$ cat config.mk
export PLATFORM = sky130hd
export DESIGN_NAME = aes_wordio_ctrl
export DESIGN_NICKNAME = d
export VERILOG_FILES = /design/src/rtl/aes_wordio_pkg.sv /design/src/rtl/wio_in_stage.sv /design/src/rtl/wio_engine_model.sv /design/src/rtl/wio_out_serializer.sv /design/src/rtl/aes_wordio_ctrl.sv
export SDC_FILE = /design/constraint.sdc
export NUM_CORES = 1
export LEC_CHECK = 0
export ABC_AREA = 1
export BUFFER_PORTS_ARGS = -buffer_cell sky130_fd_sc_hd__buf_2
export CORE_MARGIN = 2
export CORE_UTILIZATION = 50
export CTS_CLUSTER_DIAMETER = 200
export DETAILED_ROUTE_END_ITERATION = 7
export PLACE_DENSITY = 0.72
export SYNTH_ARGS = -nofsm -noshare
export SYNTH_HDL_FRONTEND = slang
export SYNTH_HIERARCHICAL = 1
export SYNTH_SLANG_ARGS = --single-unit
$ cat constraint.sdc
create_clock -name clk -period 2.4 [get_ports clk]
set_clock_uncertainty 0.2 [all_clocks]
set_input_delay 0.12 -clock clk [delete_from_list [all_inputs] [get_ports clk]]
set_output_delay 0.12 -clock clk [all_outputs]
set_load 0.01 [all_outputs]
$ cat src/rtl/aes_wordio_pkg.sv
package aes_wordio_pkg;

    typedef enum logic {
        CIPHER_ENC = 1'b0,
        CIPHER_DEC = 1'b1
    } cipher_dir_e;

    // Smallest latency that keeps one result burst clear of the next.
    localparam int MIN_LATENCY = 4;

endpackage

$ cat src/rtl/wio_in_stage.sv
module wio_in_stage
    import aes_wordio_pkg::*;
#(
    parameter int WORD_W    = 32,
    parameter int NUM_WORDS = 4,
    localparam int ADDR_W   = $clog2(NUM_WORDS),
    localparam int TOP_IDX  = NUM_WORDS - 1,
    localparam int LOW_W    = WORD_W * TOP_IDX,
    localparam int BLOCK_W  = WORD_W * NUM_WORDS
) (
    input  logic                clk,
    input  logic                rst_n,
    input  logic                load_i,
    input  logic [ADDR_W-1:0]   addr_i,
    input  logic [WORD_W-1:0]   data_i,
    input  logic                mode_i,
    input  logic                engine_free_i,
    output logic                start_o,
    output logic [BLOCK_W-1:0]  start_text_o,
    output cipher_dir_e         start_mode_o
);

    typedef struct packed {
        logic [LOW_W-1:0] low;
    } stage_t;

    stage_t stage_q, stage_d;
    logic   top_write;

    always_comb begin
        stage_d   = stage_q;
        top_write = load_i && (addr_i == ADDR_W'(TOP_IDX));
        for (int i = 0; i < TOP_IDX; i++) begin
            if (load_i && (addr_i == ADDR_W'(i))) begin
                stage_d.low[i*WORD_W +: WORD_W] = data_i;
            end
        end
        start_o      = top_write && engine_free_i;
        start_text_o = {data_i, stage_q.low};
        start_mode_o = cipher_dir_e'(mode_i);
    end

    always_ff @(posedge clk or negedge rst_n) begin
        if (!rst_n) begin
            stage_q <= '0;
        end else begin
            stage_q <= stage_d;
        end
    end

    // staged words change only when a write strobe is present.
    assert_low_hold_R4: assert property (@(posedge clk) disable iff (!rst_n)
        !load_i |=> $stable(stage_q.low));

endmodule

$ cat src/rtl/wio_engine_model.sv
module wio_engine_model
    import aes_wordio_pkg::*;
#(
    parameter int                 BLOCK_W = 128,
    parameter int                 LATENCY = 44,
    parameter logic [BLOCK_W-1:0] TWEAK   = '0,
    localparam int EFF_LAT = (LATENCY < MIN_LATENCY) ? MIN_LATENCY : LATENCY,
    localparam int CNT_W   = $clog2(EFF_LAT + 1)
) (
    input  logic               clk,
    input  logic               rst_n,
    input  logic               start_i,
    input  logic [BLOCK_W-1:0] text_i,
    input  cipher_dir_e        mode_i,
    output logic               free_o,
    output logic               done_o,
    output logic [BLOCK_W-1:0] result_o
);

    typedef struct packed {
        logic               busy;
        logic [CNT_W-1:0]   cnt;
        logic [BLOCK_W-1:0] text;
        cipher_dir_e        mode;
    } eng_t;

    eng_t eng_q, eng_d;

    always_comb begin
        eng_d  = eng_q;
        done_o = eng_q.busy && (eng_q.cnt == CNT_W'(1));
        free_o = !eng_q.busy || done_o;
        if (start_i) begin
            eng_d.busy = 1'b1;
            eng_d.cnt  = CNT_W'(EFF_LAT);
            eng_d.text = text_i;
            eng_d.mode = mode_i;
        end else if (done_o) begin
            eng_d.busy = 1'b0;
            eng_d.cnt  = '0;
        end else if (eng_q.busy) begin
            eng_d.cnt = eng_q.cnt - CNT_W'(1);
        end
        result_o = (eng_q.mode == CIPHER_DEC) ? ~eng_q.text : (eng_q.text ^ TWEAK);
    end

    always_ff @(posedge clk or negedge rst_n) begin
        if (!rst_n) begin
            eng_q <= '0;
        end else begin
            eng_q <= eng_d;
        end
    end

    // the input stage only launches a job when this engine can take it.
    assert_single_job_R9: assert property (@(posedge clk) disable iff (!rst_n)
        start_i |-> (!eng_q.busy || done_o));

    // the latched mode holds while a job runs and nothing new starts.
    assert_mode_held_R8: assert property (@(posedge clk) disable iff (!rst_n)
        (eng_q.busy && !done_o && !start_i) |=> $stable(eng_q.mode));

endmodule

$ cat src/rtl/wio_out_serializer.sv
module wio_out_serializer #(
    parameter int WORD_W    = 32,
    parameter int NUM_WORDS = 4,
    localparam int ADDR_W   = $clog2(NUM_WORDS),
    localparam int BLOCK_W  = WORD_W * NUM_WORDS
) (
    input  logic               clk,
    input  logic               rst_n,
    input  logic               load_i,
    input  logic [BLOCK_W-1:0] block_i,
    output logic               valid_o,
    output logic [ADDR_W-1:0]  addr_o,
    output logic [WORD_W-1:0]  data_o
);

    typedef struct packed {
        logic               active;
        logic [ADDR_W-1:0]  idx;
        logic [BLOCK_W-1:0] held;
    } ser_t;

    ser_t ser_q, ser_d;
    logic last_word;

    always_comb begin
        ser_d     = ser_q;
        last_word = ser_q.idx == ADDR_W'(NUM_WORDS - 1);
        if (ser_q.active) begin
            if (last_word) begin
                ser_d.active = 1'b0;
            end else begin
                ser_d.idx = ser_q.idx + ADDR_W'(1);
            end
        end
        if (load_i) begin
            ser_d.active = 1'b1;
            ser_d.idx    = '0;
            ser_d.held   = block_i;
        end
        valid_o = ser_q.active;
        addr_o  = ser_q.idx;
        data_o  = ser_q.held[ser_q.idx*WORD_W +: WORD_W];
    end

    always_ff @(posedge clk or negedge rst_n) begin
        if (!rst_n) begin
            ser_q <= '0;
        end else begin
            ser_q <= ser_d;
        end
    end

    // a new result arrives only when the previous burst is done or on its last word.
    assert_no_interleave_R6: assert property (@(posedge clk) disable iff (!rst_n)
        load_i |-> (!ser_q.active || last_word));

endmodule

$ cat src/rtl/aes_wordio_ctrl.sv
module aes_wordio_ctrl
    import aes_wordio_pkg::*;
#(
    parameter int                   WORD_W    = 32,
    parameter int                   NUM_WORDS = 4,
    parameter int                   LATENCY   = 44,
    parameter logic [WORD_W*NUM_WORDS-1:0] TWEAK =
        128'h0F1E2D3C_4B5A6978_8796A5B4_C3D2E1F0,
    localparam int ADDR_W  = $clog2(NUM_WORDS),
    localparam int BLOCK_W = WORD_W * NUM_WORDS
) (
    input  logic              clk,
    input  logic              rst_n,
    input  logic              in_load,
    input  logic [ADDR_W-1:0] in_addr,
    input  logic [WORD_W-1:0] in_data,
    input  logic              in_mode,
    output logic              in_ready,
    output logic              out_valid,
    output logic [ADDR_W-1:0] out_addr,
    output logic [WORD_W-1:0] out_data
);

    logic               start;
    logic [BLOCK_W-1:0] start_text;
    cipher_dir_e        start_mode;
    logic               eng_free;
    logic               eng_done;
    logic [BLOCK_W-1:0] eng_result;

    wio_in_stage #(
        .WORD_W    (WORD_W),
        .NUM_WORDS (NUM_WORDS)
    ) u_in_stage (
        .clk           (clk),
        .rst_n         (rst_n),
        .load_i        (in_load),
        .addr_i        (in_addr),
        .data_i        (in_data),
        .mode_i        (in_mode),
        .engine_free_i (eng_free),
        .start_o       (start),
        .start_text_o  (start_text),
        .start_mode_o  (start_mode)
    );

    wio_engine_model #(
        .BLOCK_W (BLOCK_W),
        .LATENCY (LATENCY),
        .TWEAK   (TWEAK)
    ) u_engine (
        .clk      (clk),
        .rst_n    (rst_n),
        .start_i  (start),
        .text_i   (start_text),
        .mode_i   (start_mode),
        .free_o   (eng_free),
        .done_o   (eng_done),
        .result_o (eng_result)
    );

    wio_out_serializer #(
        .WORD_W    (WORD_W),
        .NUM_WORDS (NUM_WORDS)
    ) u_out_ser (
        .clk     (clk),
        .rst_n   (rst_n),
        .load_i  (eng_done),
        .block_i (eng_result),
        .valid_o (out_valid),
        .addr_o  (out_addr),
        .data_o  (out_data)
    );

    assign in_ready = eng_free;

    // status drops in the cycle after a top word is taken.
    assert_ready_drop_R2: assert property (@(posedge clk) disable iff (!rst_n)
        (in_load && in_addr == ADDR_W'(NUM_WORDS - 1) && in_ready) |=> !in_ready);

    // every burst opens with the lowest word.
    assert_first_addr_R5: assert property (@(posedge clk) disable iff (!rst_n)
        $rose(out_valid) |-> out_addr == '0);

    // words of a burst occupy consecutive cycles in rising address order.
    assert_burst_R5: assert property (@(posedge clk) disable iff (!rst_n)
        (out_valid && out_addr != ADDR_W'(NUM_WORDS - 1)) |=>
            (out_valid && out_addr == $past(out_addr) + ADDR_W'(1)));

endmodule

==> results of run 1 <==
==> power breakdown <==
group | switching, mW | internal, mW
registers | 0.303 | 6.67
clock network | 2.41 | 3.53
logic | 1.07 | 0.549
==> sequential cells by signal, indices dropped and copies added, names as in the netlist <==
name	cells
u_engine/eng_q	136
u_out_ser/ser_q	128
u_in_stage/stage_q	96
u_out_ser/addr_o	2
u_out_ser/valid_o	1
==> worst paths after layout <==
| kind | from | to | slack, ns | cells past startpoint |
|---|---|---|---|---|
| setup / recovery | u_engine/eng_q[130] | u_engine/eng_q[16] | 0.12 | 8 |
| min in group asynchronous | rst_n | u_out_ser/ser_q[89] | 0.45 | 3 |
| max in group asynchronous | rst_n | u_in_stage/stage_q[69] | 0.71 | 4 |
| hold / removal | in_mode | u_engine/eng_q[0] | 0.15 | 4 |
| hold reg to reg | u_in_stage/stage_q[52] | u_in_stage/stage_q[52] | 0.27 | 2 |
| setup reg to reg | u_engine/eng_q[130] | u_engine/eng_q[16] | 0.12 | 8 |
==> what timing repair did <==
item	4_1_cts	5_1_grt
resized for setup	0	1
endpoints found under the setup margin	0	1
hold buffers	39	0
endpoints found under the hold margin	492	0
==> metal layers <==
metal | vias up | share of wire | global-route usage
li1 | 6079 | - | -
met1 | 6136 | 0.45 | 0.3407
met2 | 380 | 0.47 | 0.3780
met3 | 65 | 0.057 | 0.03320
met4 | 0 | 0.020 | 0.06291
met5 | - | 0 | 0
==> cells in the final DEF (no fill, tap or decap), types with 2 or more instances in the layout <==
master         count
inv_1            201
dfrtp_1          361
nor2_4             2
a21oi_1            3
clkinvlp_4         2
dlygate4sd3_1     39
inv_6              3
nand3_1          103
nand2_2           99
nand3_2            3
buf_4             29
inv_2              5
buf_2             72
buf_12            19
o21ai_0           86
xor2_1            64
clkbuf_1           8
o21ai_1           11
o21ai_2           98
nor2_1             6
ha_1               3
nand4_1           65
bufinv_16          2
nand2_1          665
clkbuf_8          10
clkinv_2           5
clkbuf_16         39
==> tightest hold or removal path, stage by stage <==
cell and delay, ns:
dlygate4sd3_1 0.52, buf_2 0.09, nand2_1 0.04, nand2_1 0.06
==> per-stage QoR <==
stage	power [mW]	hold slack, ns
finish	14.52	0.1523
global route	15.17	0.1549
CTS	14.62	0.1332
detailed placement	8.633	-0.08756
global placement	8.562	-0.08663
floorplan	8.135	-0.3756
==> final cells by class <==
type	instances	area, µm²	share of cell area
antenna	1	2.502	0.0001303
timing repair buffer	161	1391	0.07247
clock inverter	12	126.4	0.006582
sequential	363	9089	0.4734
clock buffer	57	1144	0.05957
multi-input combinational	1212	6112	0.3184
inverter	206	773.2	0.04028
tap	448	560.5	0.02920
==> kinds of logic (layout without fill, tap and decap cells) <==
logic type | after synthesis | in the layout | synth area share
other | 0 | 1 | 0
XOR/XNOR | 65 | 65 | 0.03306
flip-flops | 363 | 363 | 0.5274
AND/OR/NAND/NOR | 945 | 945 | 0.2394
adder cells (fa/ha/maj) | 3 | 3 | 0.002180
AO/OA/AOI/OAI | 199 | 199 | 0.07933
buffers and inverters | 363 | 436 | 0.1186
==> flow_metrics.py, run 1 <==
metrics = {
    "floorplan": {
        "rows": 67,
        "io_pins": 74,
        "die_h_um": 189.6,
        "coreArea_um2": 33700,
        "die_area_um2": 35950,
        "die_x_um": 189.6,
        "start_util": 0.5111,
    },
    "synth": {
        "seq_area_frac_synth": 0.5274,
        "synthFlopType": "dfrtp_1",
        "synth_top_area_share": 0.5274,
        "yosys_register_bits": 363,
        "syn_nets": 1979,
        "yosys_warnings": 6,
        "syn_inst": 1938,
        "synth_commonest_cells": "665 x nand2_1, 363 x dfrtp_1, 202 x inv_1, 103 x nand3_1, 99 x nand2_2",
        "yosys-top-cells-area": "dfrtp_1 53%, nand2_1 14%, o21ai_2 5.0%",
        "synth.most_common_cell": "nand2_1",
        "synthArstFlopShare": 1.000,
        "synthDistinctLibCells": 26,
        "netlist_area_um2": 17220,
        "syn_area_per_cell_um2": 8.887,
        "synth-edff-count": 0,
        "synth_area_leader_cell": "dfrtp_1",
    },
    "cts": {
        "clk_pin_slew_ns": 0.06,
        "worstSkewPairLatency_ns": 0.53,
        "post-cts-setup-buffers": 0,
        "numCtsBuffers": 39,
        "htreeDepth": 2,
        "cts_sinks": 363,
        "clock_path_buffers": 3,
        "cts_tree": "built",
        "clock-root-buffer": "clkbuf_16",
    },
    "detailed_routing": {
        "ant_nets": 0,
        "wl_per_cell_um": 16.83,
        "drt_pass1_iterations": 7,
        "finalWirelength_um": 41400,
        "routed_via_density": 5.146,
        "drc": 0,
        "vias": 12660,
        "drtIter0Drc": 937,
    },
    "finish": {
        "drive_gt1_frac": 0.1959,
        "final_nets": 2024,
        "final_cell_area_um2": 19200,
        "synthToLayoutAreaGrowth_pct": 11.47,
        "fillers": 2965,
        "final_core_util": 0.5697,
        "fin_cells": 2460,
    },
    "flow_run": {
        "maxCapViolations": 0,
    },
    "timing": {
        "max_freq_mhz": 439.2,
        "hold_violations": 0,
        "grt_setup_unrepaired": "false",
        "post-route-period-util": 0.9487,
        "tightest_slew_ns": 0.5611,
        "slew-limit-headroom": 0.6260,
        "setup_viol_count_final": 0,
        "fin_crit_ns": 2.277,
        "drv_slew": 0,
        "setup_ws_ns": 0.1231,
        "finalSetupTns_ns": 0,
    },
    "setup_path": {
        "worstSetupEndpointType": "flop",
        "cp.required_ns": 2.57,
        "critPathMaxStageDelay_ns": 0.40,
        "path_cells": "inv_1 -> ha_1 -> nand3_2 -> nand2_1 -> nand2_1 -> nor2_4 -> buf_16 -> o21ai_0",
        "cp.arrival_ns": 2.45,
        "slowest_stage": "dfrtp_1",
        "worst-path-buf-inv": 2,
        "path_common_cell": "nand2_1",
        "timing_worst_setup_path_type": "flop to flop",
        "worstSetupStartpointType": "flop",
        "crit_family": "simple AND/OR/NAND/NOR gates",
        "critPathMaxFanout": 130,
    },
    "place": {
        "post-place-cells": 2351,
        "post-place-ws_ns": 0.2327,
        "place_congestion": 0.7916,
        "hpwlAfterDp_um": 24820,
        "placed_area_um2": 17530,
        "portBuffers": 73,
    },
    "global_route": {
        "overflow": 0,
        "grt_pass1_wl_um": 67230,
        "grt_pass1_vias": 12470,
        "grt_util_all_layers": 0.2363,
        "grt_max_degree": 131,
        "antenna_found_initial": 1,
    },
    "power": {
        "powerDensity_nw_per_um2": 756.3,
        "total_leakage_power_nw": 10.15,
        "ir_drop_uv": 479.4,
    },
    "worst_hold_path": {
        "hold_path_class": "input pin to flop",
    },
    "status": {
        "status": "finished clean",
    },
}
Power figures use the tool's default switching activity.
==> inputs of run 2 (changes only) <==
==> constraint.sdc (replaced) <==
create_clock -name clk -period 2.4 [get_ports clk]
set_clock_uncertainty 0.2 [all_clocks]
set_input_delay 0 -clock clk [delete_from_list [all_inputs] [get_ports clk]]
set_output_delay 0 -clock clk [all_outputs]
set_load 0.01 [all_outputs]
==> flow_metrics.py, run 2 (synthesized netlist as in run 1, its figures left out) <==
metrics = {
    "status": {
        "status": "finished clean",
    },
    "setup_path": {
        "worstSetupEndpointType": "flop",
        "cp.arrival_ns": 2.60,
        "cp.required_ns": 2.67,
        "timing_worst_setup_path_type": "input pin to flop",
        "worstSetupStartpointType": "input pin",
        "critPathMaxFanout": 32,
        "r2r_cells": 11,
    },
    "timing": {
        "tightest_slew_ns": 0.6641,
        "fin_crit_ns": 2.332,
        "post-route-period-util": 0.9716,
        "hold_violations": 0,
        "drv_slew": 0,
        "setup_viol_count_final": 0,
        "slew-limit-headroom": 0.5558,
        "max_freq_mhz": 428.9,
        "grt_setup_unrepaired": "false",
        "finalSetupTns_ns": 0,
    },
    "place": {
        "portBuffers": 73,
        "placed_area_um2": 17500,
        "hpwlAfterDp_um": 25240,
        "place_congestion": 0.7812,
    },
    "finish": {
        "drive_gt1_frac": 0.1962,
        "largest_reg_flops": 136,
        "synthToLayoutAreaGrowth_pct": 11.69,
        "final_cell_area_um2": 19240,
        "fillers": 2993,
        "final_common_cell": "nand2_1",
        "reg_top3": "u_engine/eng_q (136), u_out_ser/ser_q (128), u_in_stage/stage_q (96)",
        "final_nets": 2025,
        "top_register": "u_engine/eng_q",
        "mostFrequentLayoutCells": "665 x nand2_1, 361 x dfrtp_1, 201 x inv_1",
    },
    "worst_hold_path": {
        "hold_path_class": "input pin to flop",
        "holdPathStages": 4,
    },
    "flow_run": {
        "maxCapViolations": 0,
    },
    "floorplan": {
        "die_x_um": 189.6,
        "rows": 67,
        "coreArea_um2": 33700,
        "die_area_um2": 35950,
        "start_util": 0.5111,
        "io_pins": 74,
        "die_h_um": 189.6,
    },
    "global_route": {
        "grt_pass1_vias": 12660,
        "grt_pass1_wl_um": 67300,
        "grt_max_degree": 90,
        "grt_util_all_layers": 0.2360,
        "overflow": 0,
        "antenna_found_initial": 3,
    },
    "cts": {
        "htreeDepth": 2,
        "worstSkewPairLatency_ns": 0.53,
        "cts_tree": "built",
        "clock_path_buffers": 3,
        "cts_sinks": 363,
        "numCtsBuffers": 38,
        "clock-root-buffer": "clkbuf_16",
        "clk_pin_slew_ns": 0.06,
    },
    "power": {
        "total_leakage_power_nw": 10.17,
        "powerDensity_nw_per_um2": 759.2,
        "ir_drop_uv": 481.3,
    },
    "detailed_routing": {
        "drt_pass1_iterations": 6,
        "wl_per_cell_um": 16.92,
        "ant_nets": 0,
        "drc": 0,
        "drtIter0Drc": 903,
        "vias": 12870,
        "finalWirelength_um": 41670,
        "routed_via_density": 5.225,
    },
}
-- run 2: layout make-up --
type / count / area (µm²) / share of cell area
clock buffer: 56 / 1160 / 0.06030
sequential: 363 / 9089 / 0.4725
tap: 448 / 560.5 / 0.02914
inverter: 206 / 773.2 / 0.04020
timing repair buffer: 163 / 1400 / 0.07279
clock inverter: 13 / 136.4 / 0.007090
antenna: 2 / 5.005 / 0.0002602
multi-input combinational: 1212 / 6112 / 0.3177
-- run 2: worst paths after layout --
path                                          end  slack [ns]                   start
max reg2reg                   u_engine/eng_q[129]        0.23     u_engine/eng_q[130]
min                             u_engine/eng_q[0]        0.04                 in_mode
max                        u_in_stage/stage_q[70]        0.07              in_addr[0]
max in group asynchronous       u_engine/eng_q[0]        0.81                   rst_n
min reg2reg                    u_engine/eng_q[17]        0.26  u_in_stage/stage_q[16]
min in group asynchronous    u_out_ser/ser_q[121]        0.35                   rst_n
-- run 2: repair_timing --
item / in CTS / in global routing
endpoints found under the hold margin: 513 / 0
gates resized for setup: 0 / 1
setup endpoints to repair: 0 / 1
hold buffers: 43 / 0
setup buffers: 0 / 0
-- run 2: stage by stage --
step | util | cells | total power [mW] | hold slack [ns] | setup WS [ns]
2_1_floorplan | - | 1938 | 8.135 | -0.4956 | 0.4840
3_3_place_gp | 0.5193 | 2349 | 8.564 | -0.2048 | 0.2740
3_5_place_dp | 0.5193 | 2349 | 8.639 | -0.2028 | 0.2344
4_1_cts | 0.5705 | 2461 | 14.71 | 0.002632 | 0.03324
5_1_grt | 0.5707 | 2462 | 15.22 | 0.05442 | 0.01617
6_report | 0.5708 | 2463 | 14.60 | 0.03643 | 0.06819
-- run 2: worst max-delay path: stages --
cell	delay (ns)
dlygate4sd3_1	0.52
buf_2	0.17
buf_4	0.18
inv_2	0.07
buf_6	0.32
nand4_1	0.13
dlygate4sd3_1	0.59
nand2_1	0.06
dlygate4sd3_1	0.53
-- run 2: power by group --
group / internal, mW / total (mW) / switching [mW]
registers: 6.67 / 6.98 / 0.310
clock network: 3.58 / 6.00 / 2.42
logic: 0.554 / 1.62 / 1.07
-- run 2: layer usage --
metal | up-vias | part of all wire | global-route usage
met5 | - | 0.00031 | 0
met4 | 2 | 0.026 | 0.07066
met3 | 92 | 0.064 | 0.03800
met2 | 424 | 0.45 | 0.3735
met1 | 6255 | 0.46 | 0.3374
li1 | 6096 | - | -
